**src/rtl/tlb_pkg.sv**
```systemverilog
package tlb_pkg;
  localparam int VA_W  = 32;
  localparam int TAG_W = 20;
  localparam int SEC_W = 12;

  typedef struct packed {
    logic [TAG_W-1:0] vtag;
    logic [TAG_W-1:0] ptag;
    logic             section;
    logic [3:0]       dom;
    logic [1:0]       ap;
    logic             bufb;
    logic             cach;
  } tlb_entry_t;

  typedef enum logic [1:0] {
    DOM_NONE    = 2'b00,
    DOM_CLIENT  = 2'b01,
    DOM_RSVD    = 2'b10,
    DOM_MANAGER = 2'b11
  } dom_code_e;
endpackage

```
**src/rtl/tlb_store.sv**
```systemverilog
module tlb_store
  import tlb_pkg::*;
#(
  parameter int DEPTH = 64
) (
  input  logic       clk,
  input  logic       rst_n,
  input  logic       flush,
  input  logic       we,
  input  tlb_entry_t wentry,
  output tlb_entry_t entries [DEPTH],
  output logic [DEPTH-1:0] valid
);
  localparam int IW = (DEPTH > 1) ? $clog2(DEPTH) : 1;
  localparam logic [IW-1:0] LAST = IW'(DEPTH - 1);

  logic [IW-1:0] victim;

  always_ff @(posedge clk or negedge rst_n) begin
    if (!rst_n) begin
      valid  <= '0;
      victim <= '0;
    end else if (flush) begin
      valid  <= '0;
      victim <= '0;
    end else if (we) begin
      valid[victim] <= 1'b1;
      victim        <= (victim == LAST) ? '0 : victim + 1'b1;
    end
  end

  for (genvar i = 0; i < DEPTH; i++) begin : g_slot
    always_ff @(posedge clk) begin
      if (we && !flush && victim == IW'(i)) entries[i] <= wentry;
    end
  end

  // a flush leaves every slot invalid
  a_r10_flush_clears: assert property (@(posedge clk) disable iff (!rst_n)
    flush |=> valid == '0);
  // pointer advances by one per refill, wrapping at the end
  a_r9_round_robin: assert property (@(posedge clk) disable iff (!rst_n)
    (we && !flush) |=> victim == (($past(victim) == LAST) ? '0 : $past(victim) + 1'b1));
  // a refill marks exactly one more slot valid (when that slot was free)
  a_r9_fill_grows: assert property (@(posedge clk) disable iff (!rst_n)
    (we && !flush && !valid[victim]) |=> $countones(valid) == $countones($past(valid)) + 1);
endmodule

```
**src/rtl/tlb_match.sv**
```systemverilog
module tlb_match
  import tlb_pkg::*;
#(
  parameter int DEPTH = 64
) (
  input  tlb_entry_t       entries [DEPTH],
  input  logic [DEPTH-1:0] valid,
  input  logic [VA_W-1:0]  va,
  output logic             hit,
  output tlb_entry_t       sel
);
  logic [DEPTH-1:0] match;

  for (genvar i = 0; i < DEPTH; i++) begin : g_cmp
    logic sec_eq, page_eq;
    assign sec_eq  = entries[i].vtag[TAG_W-1 -: SEC_W] == va[VA_W-1 -: SEC_W];
    assign page_eq = entries[i].vtag == va[VA_W-1 -: TAG_W];
    assign match[i] = valid[i] && (entries[i].section ? sec_eq : page_eq);
  end

  // lowest index wins when entries overlap
  always_comb begin
    sel = '0;
    for (int i = DEPTH - 1; i >= 0; i--) begin
      if (match[i]) sel = entries[i];
    end
  end

  assign hit = |match;
endmodule

```
**src/rtl/tlb_perm.sv**
```systemverilog
module tlb_perm
  import tlb_pkg::*;
(
  input  logic [31:0] dacr,
  input  logic [3:0]  dom,
  input  logic [1:0]  ap,
  input  logic        write,
  input  logic        user,
  output logic        allow
);
  dom_code_e code;
  logic      ap_ok;

  assign code = dom_code_e'(dacr[{dom, 1'b0} +: 2]);

  always_comb begin
    unique case (ap)
      2'b00:   ap_ok = 1'b0;
      2'b01:   ap_ok = !user;
      2'b10:   ap_ok = !user || !write;
      default: ap_ok = 1'b1;
    endcase
  end

  always_comb begin
    unique case (code)
      DOM_CLIENT:  allow = ap_ok;
      DOM_MANAGER: allow = 1'b1;
      default:     allow = 1'b0;
    endcase
  end
endmodule

```
**src/rtl/xlate_tlb.sv**
```systemverilog
module xlate_tlb
  import tlb_pkg::*;
#(
  parameter int DEPTH = 64
) (
  input  logic        clk,
  input  logic        rst_n,
  input  logic        enable,
  input  logic        flush,
  input  logic [31:0] dacr,
  input  logic        req_valid,
  output logic        req_ready,
  input  logic [31:0] req_va,
  input  logic        req_write,
  input  logic        req_user,
  output logic        rsp_valid,
  output logic [31:0] rsp_pa,
  output logic        rsp_abort,
  output logic        rsp_miss,
  output logic        rsp_buf,
  output logic        rsp_cach,
  output logic        walk_req,
  output logic [31:0] walk_va,
  input  logic        refill_valid,
  input  logic        refill_section,
  input  logic [19:0] refill_ptag,
  input  logic [3:0]  refill_domain,
  input  logic [1:0]  refill_ap,
  input  logic        refill_buf,
  input  logic        refill_cach
);
  tlb_entry_t       entries [DEPTH];
  logic [DEPTH-1:0] valid;
  tlb_entry_t       sel, wentry;
  logic             hit, allow, req_fire, refill_we;
  logic [31:0]      xpa;

  assign req_ready = !walk_req && !flush;
  assign req_fire  = req_valid && req_ready;
  assign refill_we = refill_valid && walk_req;

  always_comb begin
    wentry         = '0;
    wentry.vtag    = walk_va[VA_W-1 -: TAG_W];
    wentry.ptag    = refill_ptag;
    wentry.section = refill_section;
    wentry.dom     = refill_domain;
    wentry.ap      = refill_ap;
    wentry.bufb    = refill_buf;
    wentry.cach    = refill_cach;
  end

  tlb_store #(.DEPTH(DEPTH)) u_store (
    .clk(clk), .rst_n(rst_n), .flush(flush), .we(refill_we),
    .wentry(wentry), .entries(entries), .valid(valid)
  );

  tlb_match #(.DEPTH(DEPTH)) u_match (
    .entries(entries), .valid(valid), .va(req_va), .hit(hit), .sel(sel)
  );

  tlb_perm u_perm (
    .dacr(dacr), .dom(sel.dom), .ap(sel.ap), .write(req_write),
    .user(req_user), .allow(allow)
  );

  assign xpa = sel.section ? {sel.ptag[TAG_W-1 -: SEC_W], req_va[VA_W-SEC_W-1:0]}
                           : {sel.ptag, req_va[VA_W-TAG_W-1:0]};

  always_ff @(posedge clk or negedge rst_n) begin
    if (!rst_n) begin
      rsp_valid <= 1'b0;
      rsp_pa    <= '0;
      rsp_abort <= 1'b0;
      rsp_miss  <= 1'b0;
      rsp_buf   <= 1'b0;
      rsp_cach  <= 1'b0;
      walk_req  <= 1'b0;
      walk_va   <= '0;
    end else begin
      rsp_valid <= req_fire;
      if (req_fire) begin
        rsp_pa    <= '0;
        rsp_abort <= 1'b0;
        rsp_miss  <= 1'b0;
        rsp_buf   <= 1'b0;
        rsp_cach  <= 1'b0;
        if (!enable) begin
          rsp_pa <= req_va;
        end else if (!hit) begin
          rsp_miss <= 1'b1;
          walk_req <= 1'b1;
          walk_va  <= req_va;
        end else if (!allow) begin
          rsp_abort <= 1'b1;
        end else begin
          rsp_pa   <= xpa;
          rsp_buf  <= sel.bufb;
          rsp_cach <= sel.cach;
        end
      end
      if (refill_we) walk_req <= 1'b0;
    end
  end

  // no new request is taken while a walk is outstanding
  a_r2_ready_blocked: assert property (@(posedge clk) disable iff (!rst_n)
    walk_req |-> !req_ready);
  // response follows acceptance by one cycle
  a_r2_rsp_timing: assert property (@(posedge clk) disable iff (!rst_n)
    (req_valid && req_ready) |=> rsp_valid);
  // a reported miss always has a walk open
  a_r8_miss_walks: assert property (@(posedge clk) disable iff (!rst_n)
    (rsp_valid && rsp_miss) |-> walk_req);
  // walk address stays put until refill
  a_r8_walk_stable: assert property (@(posedge clk) disable iff (!rst_n)
    (walk_req && !refill_valid) |=> walk_req && $stable(walk_va));
  // abort and miss never both, and neither carries attributes
  a_r7_clean_fail: assert property (@(posedge clk) disable iff (!rst_n)
    (rsp_abort || rsp_miss) |-> !(rsp_abort && rsp_miss) && !rsp_buf && !rsp_cach && rsp_pa == '0);
  // pass-through when translation is off
  a_r11_bypass: assert property (@(posedge clk) disable iff (!rst_n)
    (req_valid && req_ready && !enable) |=> rsp_pa == $past(req_va) && !rsp_abort && !rsp_miss);
endmodule

```
**config.mk**
```make
export PLATFORM = sky130hd
export DESIGN_NAME = xlate_tlb
export DESIGN_NICKNAME = d
export VERILOG_FILES = /design/src/rtl/tlb_pkg.sv /design/src/rtl/tlb_store.sv /design/src/rtl/tlb_match.sv /design/src/rtl/tlb_perm.sv /design/src/rtl/xlate_tlb.sv
export SDC_FILE = /design/constraint.sdc
export NUM_CORES = 2
export LEC_CHECK = 0
export BUFFER_PORTS_ARGS = -buffer_cell sky130_fd_sc_hd__buf_2
export CAP_MARGIN = 5
export CELL_PAD_IN_SITES_DETAIL_PLACEMENT = 2
export CELL_PAD_IN_SITES_GLOBAL_PLACEMENT = 2
export CORE_ASPECT_RATIO = 0.9
export CORE_MARGIN = 10
export CORE_UTILIZATION = 30
export CTS_CLUSTER_SIZE = 12
export DETAILED_ROUTE_END_ITERATION = 16
export HOLD_SLACK_MARGIN = 0.12
export PLACE_DENSITY_LB_ADDON = 0.1
export SLEW_MARGIN = 20
export SYNTH_ARGS = -nofsm -noshare
export SYNTH_HDL_FRONTEND = slang
export SYNTH_SLANG_ARGS = --single-unit
```
**constraint.sdc**
```tcl
create_clock -name clk -period 7.7 [get_ports clk]
set_input_delay 0.77 -clock clk [delete_from_list [all_inputs] [get_ports clk]]
set_output_delay 0.77 -clock clk [all_outputs]
set_load 0.02 [all_outputs]
```
; Yosys cells after proc, flatten, opt, wreduce, memory -nomap -nowiden
; Index checks and enable logic that the tools add are counted.
[totals]
elab_cells = 962
ff_bits = 3276
in_bits = 101
out_inout_bits = 71
[op_classes]
magnitude_cmp = 2
bitwise = 2
mux = 156
n_eq_ne = 196
n_reduce_logical = 146
addsub = 1
shifts = 1
[ops]
columns = op, count
row1 = $mux 29, 64
row2 = $eq 20x20->1, 64
row3 = $eq 12x12->1, 64
row4 = $eq 6x6->1 const B, 32
row5 = $logic_and 1x1->1, 133
row6 = $mux 64, 2
row7 = $eq 6x5->1 const B, 16
row8 = $mux 32, 3
row9 = $mux 1, 80
row10 = $or 64x64->64, 1
row11 = $reduce_or 64->1, 1
row12 = $eq 6x4->1 const B, 8
row13 = $shiftx 32x6->2, 1
row14 = $eq 6x3->1 const B, 4
row15 = $mux 20, 1
row16 = $mux 6, 3
row17 = $eq 6x2->1 const B, 2
row18 = $lt 6x7->1 const B, 1
row19 = $add 6x1->6 const B, 1
row20 = $demux 1 s6, 1
row21 = $eq 6x1->1 const B, 1
row22 = $ge 6x1->1 const B, 1
row23 = $logic_not 6->1, 1
row24 = $reduce_and 3->1, 2
row25 = 10 further kinds, 17

; Logic depth before layout (Yosys ltp)
[logic_depth]
depth_word = 73
ltp_mapped = 23
depth_no_buf = 15

; By module
; From an unflattened synthesis, not the netlist that was laid out.
[hier_totals]
cells_unflattened = 11557
area_unflattened_um2 = 149260.7
[by_module_without_submodules]
columns = module, area_per_inst_um2, cells_per_inst, instances, seq_area_each_um2
row1 = tlb_store, 97400.9, 3504, 1, 95922.0
row2 = tlb_match, 48666.7, 7822, 1, 0.0
row3 = xlate_tlb, 2865.2, 209, 1, 1751.7
row4 = tlb_perm, 327.8, 22, 1, 0.0

; Least setup slack after synthesis
; No wires, ideal clock.
[synth_path]
path_kind = input port to flip-flop
startpoint = in req_va[21]
endpoint = reg rsp_pa[22]
path_stages = 20
path_buffers = 5
setup_ps = 95
setup_slack_ps = 2847
t_required_ps = 7605
arrival_ps = 4758
cell_sequence = buf_2 -> buf_6 -> buf_6 -> buf_6 -> xnor2_1 -> nand3_1 -> or4_4 -> nor3_1 -> nor2_1 -> a311oi_2 -> a311oi_1 -> o31ai_1 -> a31oi_1 -> o41ai_2 -> a21oi_2 -> mux2i_1 -> mux2i_2 -> o31ai_4 -> buf_6 -> o31ai_1
[synth_via]
elab_chain_cells = 73
elab_cells_between_ends = 332
cone_classes = eq/ne: 132 / shift: 1 / mux: 133 / reduce/logical: 66
[synth_rtl]
columns = element, line_no
row1 = from (decl), xlate_tlb.sv:13  ; input logic [31:0] req_va,
row2 = $eq 20x20->1 or $eq 12x12->1 (tied branches), "tlb_match.sv:17, tlb_match.sv:16"
row3 = $mux 1, tlb_match.sv:18  ; assign match[i] = valid[i] && (entries[i].section ? sec_eq : page_eq);
row4 = $logic_and 1x1->1, tlb_match.sv:18
row5 = $mux 29 (64 in a row), tlb_match.sv:25  ; if (match[i]) sel = entries[i];
row6 = $shiftx 32x6->2 (tied with other cells), tlb_perm.sv:14  ; assign code = dom_code_e'(dacr[{dom, 1'b0} +: 2]);
row7 = $eq 2x2->1 (tied with other cells), tlb_perm.sv:26  ; unique case (code)
row8 = $pmux 1 s2, tlb_perm.sv:26
row9 = $mux 32, xlate_tlb.sv:94  ; end else if (!allow) begin
row10 = $mux 32 *, xlate_tlb.sv:90  ; end else if (!hit) begin
row11 = $mux 32 *, xlate_tlb.sv:88  ; if (!enable) begin
row12 = to (signal assigned), xlate_tlb.sv:89  ; rsp_pa <= req_va;
row13 = to (signal assigned), xlate_tlb.sv:97  ; rsp_pa <= xpa;
row14 = to (decl), xlate_tlb.sv:17  ; output logic [31:0] rsp_pa,
; Every way passes the cells marked *; elsewhere a longest branch is shown, timed or not.
; A chain may end at the register's enable or synchronous reset.

; Worst setup path in the final report
[layout_path]
startpoint = reg u_store.entries[88] (netlist name)
endpoint = reg rsp_pa[31]
[layout_via]
elab_chain_cells = 72
elab_cells_between_ends = 79
cone_classes = eq/ne: 6 / shift: 1 / mux: 69 / reduce/logical: 3
[layout_rtl]
columns = element, line_no
row1 = $eq 20x20->1 or $eq 12x12->1 (tied branches), "tlb_match.sv:17, tlb_match.sv:16"
row2 = $mux 1 *, tlb_match.sv:18
row3 = $logic_and 1x1->1 *, tlb_match.sv:18
row4 = $mux 29 (63 in a row), tlb_match.sv:25
row5 = $shiftx 32x6->2 (tied with other cells), tlb_perm.sv:14
row6 = $eq 2x2->1 (tied with other cells), tlb_perm.sv:26
row7 = $pmux 1 s2, tlb_perm.sv:26
row8 = $mux 32, xlate_tlb.sv:94
row9 = $mux 32 *, xlate_tlb.sv:90
row10 = $mux 32 *, xlate_tlb.sv:88
; Marks and branches as above.

==> metrics <==
Worst EP arrival around 7.5 ns; layout filler cell count 46.9k; Tcrit/Tclk final 0.873; clk_skew 0.0397 ns; final core utilization 0.353; crit path max fanout 15; Post-Synth XOR/XNOR Area 0.0805; clock-pin slew on the worst setup and hold paths 0.06 ns; Max Cap Viol 0; Synth Instances between 9k and 10k; Mapped Nets 10.1k; initial antenna violation count 47; Seq pwr share 0.505; sequential fraction of the synthesis area 0.698; I/O Buffers 171; Initial Util 0.302; routability cong. 0.869; clk root buf clkbuf_16; first-pass GRT wire length 836 mm; fin area 164000 um^2; setup TNS 0 ns; RSZ-0062 raised after global routing no; Hold Violations, Final 0; average size of a mapped cell 14.0 um^2; via count 94.0k; row count 237; worst min-delay path class input pin to flop; top-count cell post-synth edfxtp_1; Iteration-0 DRC Markers slightly above 8k; crit path cell chain xor2_1, or4_1, or4_1, o2111ai_1, a311o_1, a211oi_1, buf_4, o311ai_0, a311oi_1, buf_4, o21ai_1, a211oi_1, buf_4, a211o_1, o221ai_2, a21boi_2, o31ai_4, o31ai_1; Worst path slowest cell o311ai_0; Die ar. 494000 um^2; vias in the first global route 99.7k; DPL Wire Length 410 mm; Pre-Repair DR Iteration Count 6; worst-margin pin slew between 1 and 1.5 ns; Worst VDD drop 0.193 mV; library cells used by synthesis 112; Post-synth top cells 3136 x edfxtp_1, 972 x xnor2_1, 730 x nand2_1, 594 x nor2_1, 399 x a21oi_1; DRC viols 0; post-synth top area cell edfxtp_1; dominant synthesized flop cell edfxtp_1; CP max stage delay ~0.84 ns; asr flop ratio synth 0.0427; EDFF count, synth 3136; Cell Area, Placed 152000 um^2; mux share of post-synthesis cell area 0.00432; final slew viol count 0; Compound-Gate Fraction of Synth Area 0.0949; Clock power frac 0.444; largest net degree at the start of global routing 92; WS Path Type flop to flop; flip-flop and latch count after synthesis between 3k and 4k; Post CTS Setup Buffer Count 0; fmax 0.149 GHz; Core ar. 464000 um^2; post-route ant nets 0; die span in y 668 um; cell mode on critical path buf_4; crit end category flop; clock buffer depth 4; outcome complete, no violations; switching fraction of total power 0.241; # setup viols final 0; Ys Warns 0; Post-Synth Adder-Cell Area 0.000358; TritonCTS clock tree built; largest family of logic cells by synthesized area simple AND/OR/NAND/NOR gates; # IOs 172; slew margin rel. 0.199; post-CTS sizing 0; Worst Path Required around 8.5 ns; Skew-Pair Late Insertion Delay 1.00 ns; Die Width 740 um; sw power roughly 9700 uW; Synth Cell Area approximately 140000 um^2; PwrDens 247 nW/um^2; fin nets roughly 11k; Int Pwr slightly above 30000 uW; post-synth top area share 0.673; Comb pwr share 0.050; Lkg Pwr 0.0519 uW; top cells by area, synth edfxtp_1 67%, xnor2_1 6.1%, dfrtp_1 2.5%, xor2_1 2.0%, nand2_1 2.0%; Worst setup SP type flop; ratio of cells with drive above 1 in the final layout 0.143; post-synthesis simple-gate area fraction 0.0990; Num CTS Buffers 380; final WL 601 mm; CTS Hold Bufs 26; GRT overflow 0; CTS H-tree depth 5; Avg WL per Cell 35.0 um; Tmin final just under 7 ns; all-layer global routing usage 0.236; TritonCTS Sinks approximately 3.3k; P&R area growth vs syn 17.2%; via-per-instance ratio ~5.5
## critical path: cells and delay by family (launching register included)
family	cells	cell delay, ns
compound gates	12	4.05
simple gates	2	1.20
flops	1	0.42
buf+inv	3	0.67
xor+xnor	1	0.17
## power groups by stage
stage | clock network, uW | logic [uW] | registers (uW)
2_1_floorplan | 0 | 626 | 20700
6_report | 17900 | 2040 | 20400
3_5_place_dp | 0 | 2040 | 20800
4_1_cts | 18400 | 2060 | 20400
3_3_place_gp | 0 | 1990 | 20800
5_1_grt | 19000 | 2140 | 20400
## through the flow
step / setup slack [ns] / cells / total power, uW / hold WS, ns
after CTS: 1.17 / 17100 / 40800 / 0.137
after global placement: -1.10 / 16400 / 22800 / 0.466
after floorplan: 2.85 / 9975 / 21400 / 0.474
after global routing: 0.906 / 17200 / 41600 / 0.184
final: 0.978 / 17200 / 40400 / 0.223
after detailed placement: 0.250 / 16400 / 22800 / 0.477
## cell families after synthesis
| logic type | after synthesis |
|---|---|
| DFF | 3276 |
| AOI/OAI and AO/OA | 1921 |
| buffers and inverters | 636 |
| and+or+nand+nor | 2798 |
| adders and majority gates | 4 |
| xor gates and xnor gates | 1285 |
| muxes | 55 |
## worst paths after layout
| path | startpoint | endpoint | slack (ns) | cells past startpoint |
|---|---|---|---|---|
| setup / recovery | u_store.entries[88] | rsp_pa[31] | 0.98 | 18 |
| min in group asynchronous | rst_n | walk_va[7] | 0.35 | 2 |
| hold reg to reg | rsp_miss | rsp_miss | 0.49 | 1 |
| max in group asynchronous | rst_n | walk_va[24] | 5.57 | 4 |
| setup reg to reg | u_store.entries[88] | rsp_pa[31] | 0.98 | 18 |
| hold / removal | refill_ptag[9] | u_store.entries[3007] | 0.22 | 1 |
## layer usage
metal | track usage | part of all wire | up-vias
li1 | - | - | 39800
met1 | 0.329 | 0.46 | 51100
met2 | 0.395 | 0.48 | 2433
met3 | 0.0227 | 0.042 | 628
met4 | 0.0563 | 0.026 | 4
met5 | 0 | 0.000037 | -
## registers in the layout (all words and copies together) (netlist names)
| name | count |
|---|---|
| walk_va | 32 |
| rsp_pa | 32 |
| u_store.victim | 6 |
| u_store.entries | 3136 |
| rsp_abort | 1 |
| rsp_buf | 1 |
| rsp_cach | 1 |
| rsp_valid | 1 |
| walk_req | 1 |
| u_store.valid | 64 |
| rsp_miss | 1 |
## cell type report
cell class	instances	area, um^2	area share
inverter	120	450	0.00275
sequential	3276	97700	0.596
clock inverter	192	1730	0.0105
tap	6214	7770	0.0474
timing repair buffer	784	6060	0.0370
clock buffer	503	10200	0.0625
multi-input combinational	6063	39900	0.243
antenna	14	35.0	0.000214
## placed cells by master (no fill, tap or decap), types with 34 or more instances in the layout
cell,instances
or3_1,59
o221ai_1,73
dfrtp_1,120
xnor2_1,972
o211ai_1,112
nor2_1,518
edfxtp_1,3136
nor4_1,142
a311oi_1,52
or4_1,40
nand2_1,725
o2111ai_1,48
buf_2,148
nor2_4,70
mux2_2,36
and2_1,46
a211oi_1,80
clkinv_2,56
clkbuf_1,102
a31oi_1,69
o31ai_1,34
nor3_1,216
a2111oi_0,36
nor4_2,35
o22ai_1,126
o21ai_0,346
buf_4,558
xor2_1,313
nand4_1,295
clkinv_1,83
a22oi_1,57
clkbuf_16,385
and3_1,57
nand3_1,389
o311ai_0,45
a21oi_1,399
a221oi_1,68
inv_1,119
Note: power is estimated with default switching activity, not from simulation.
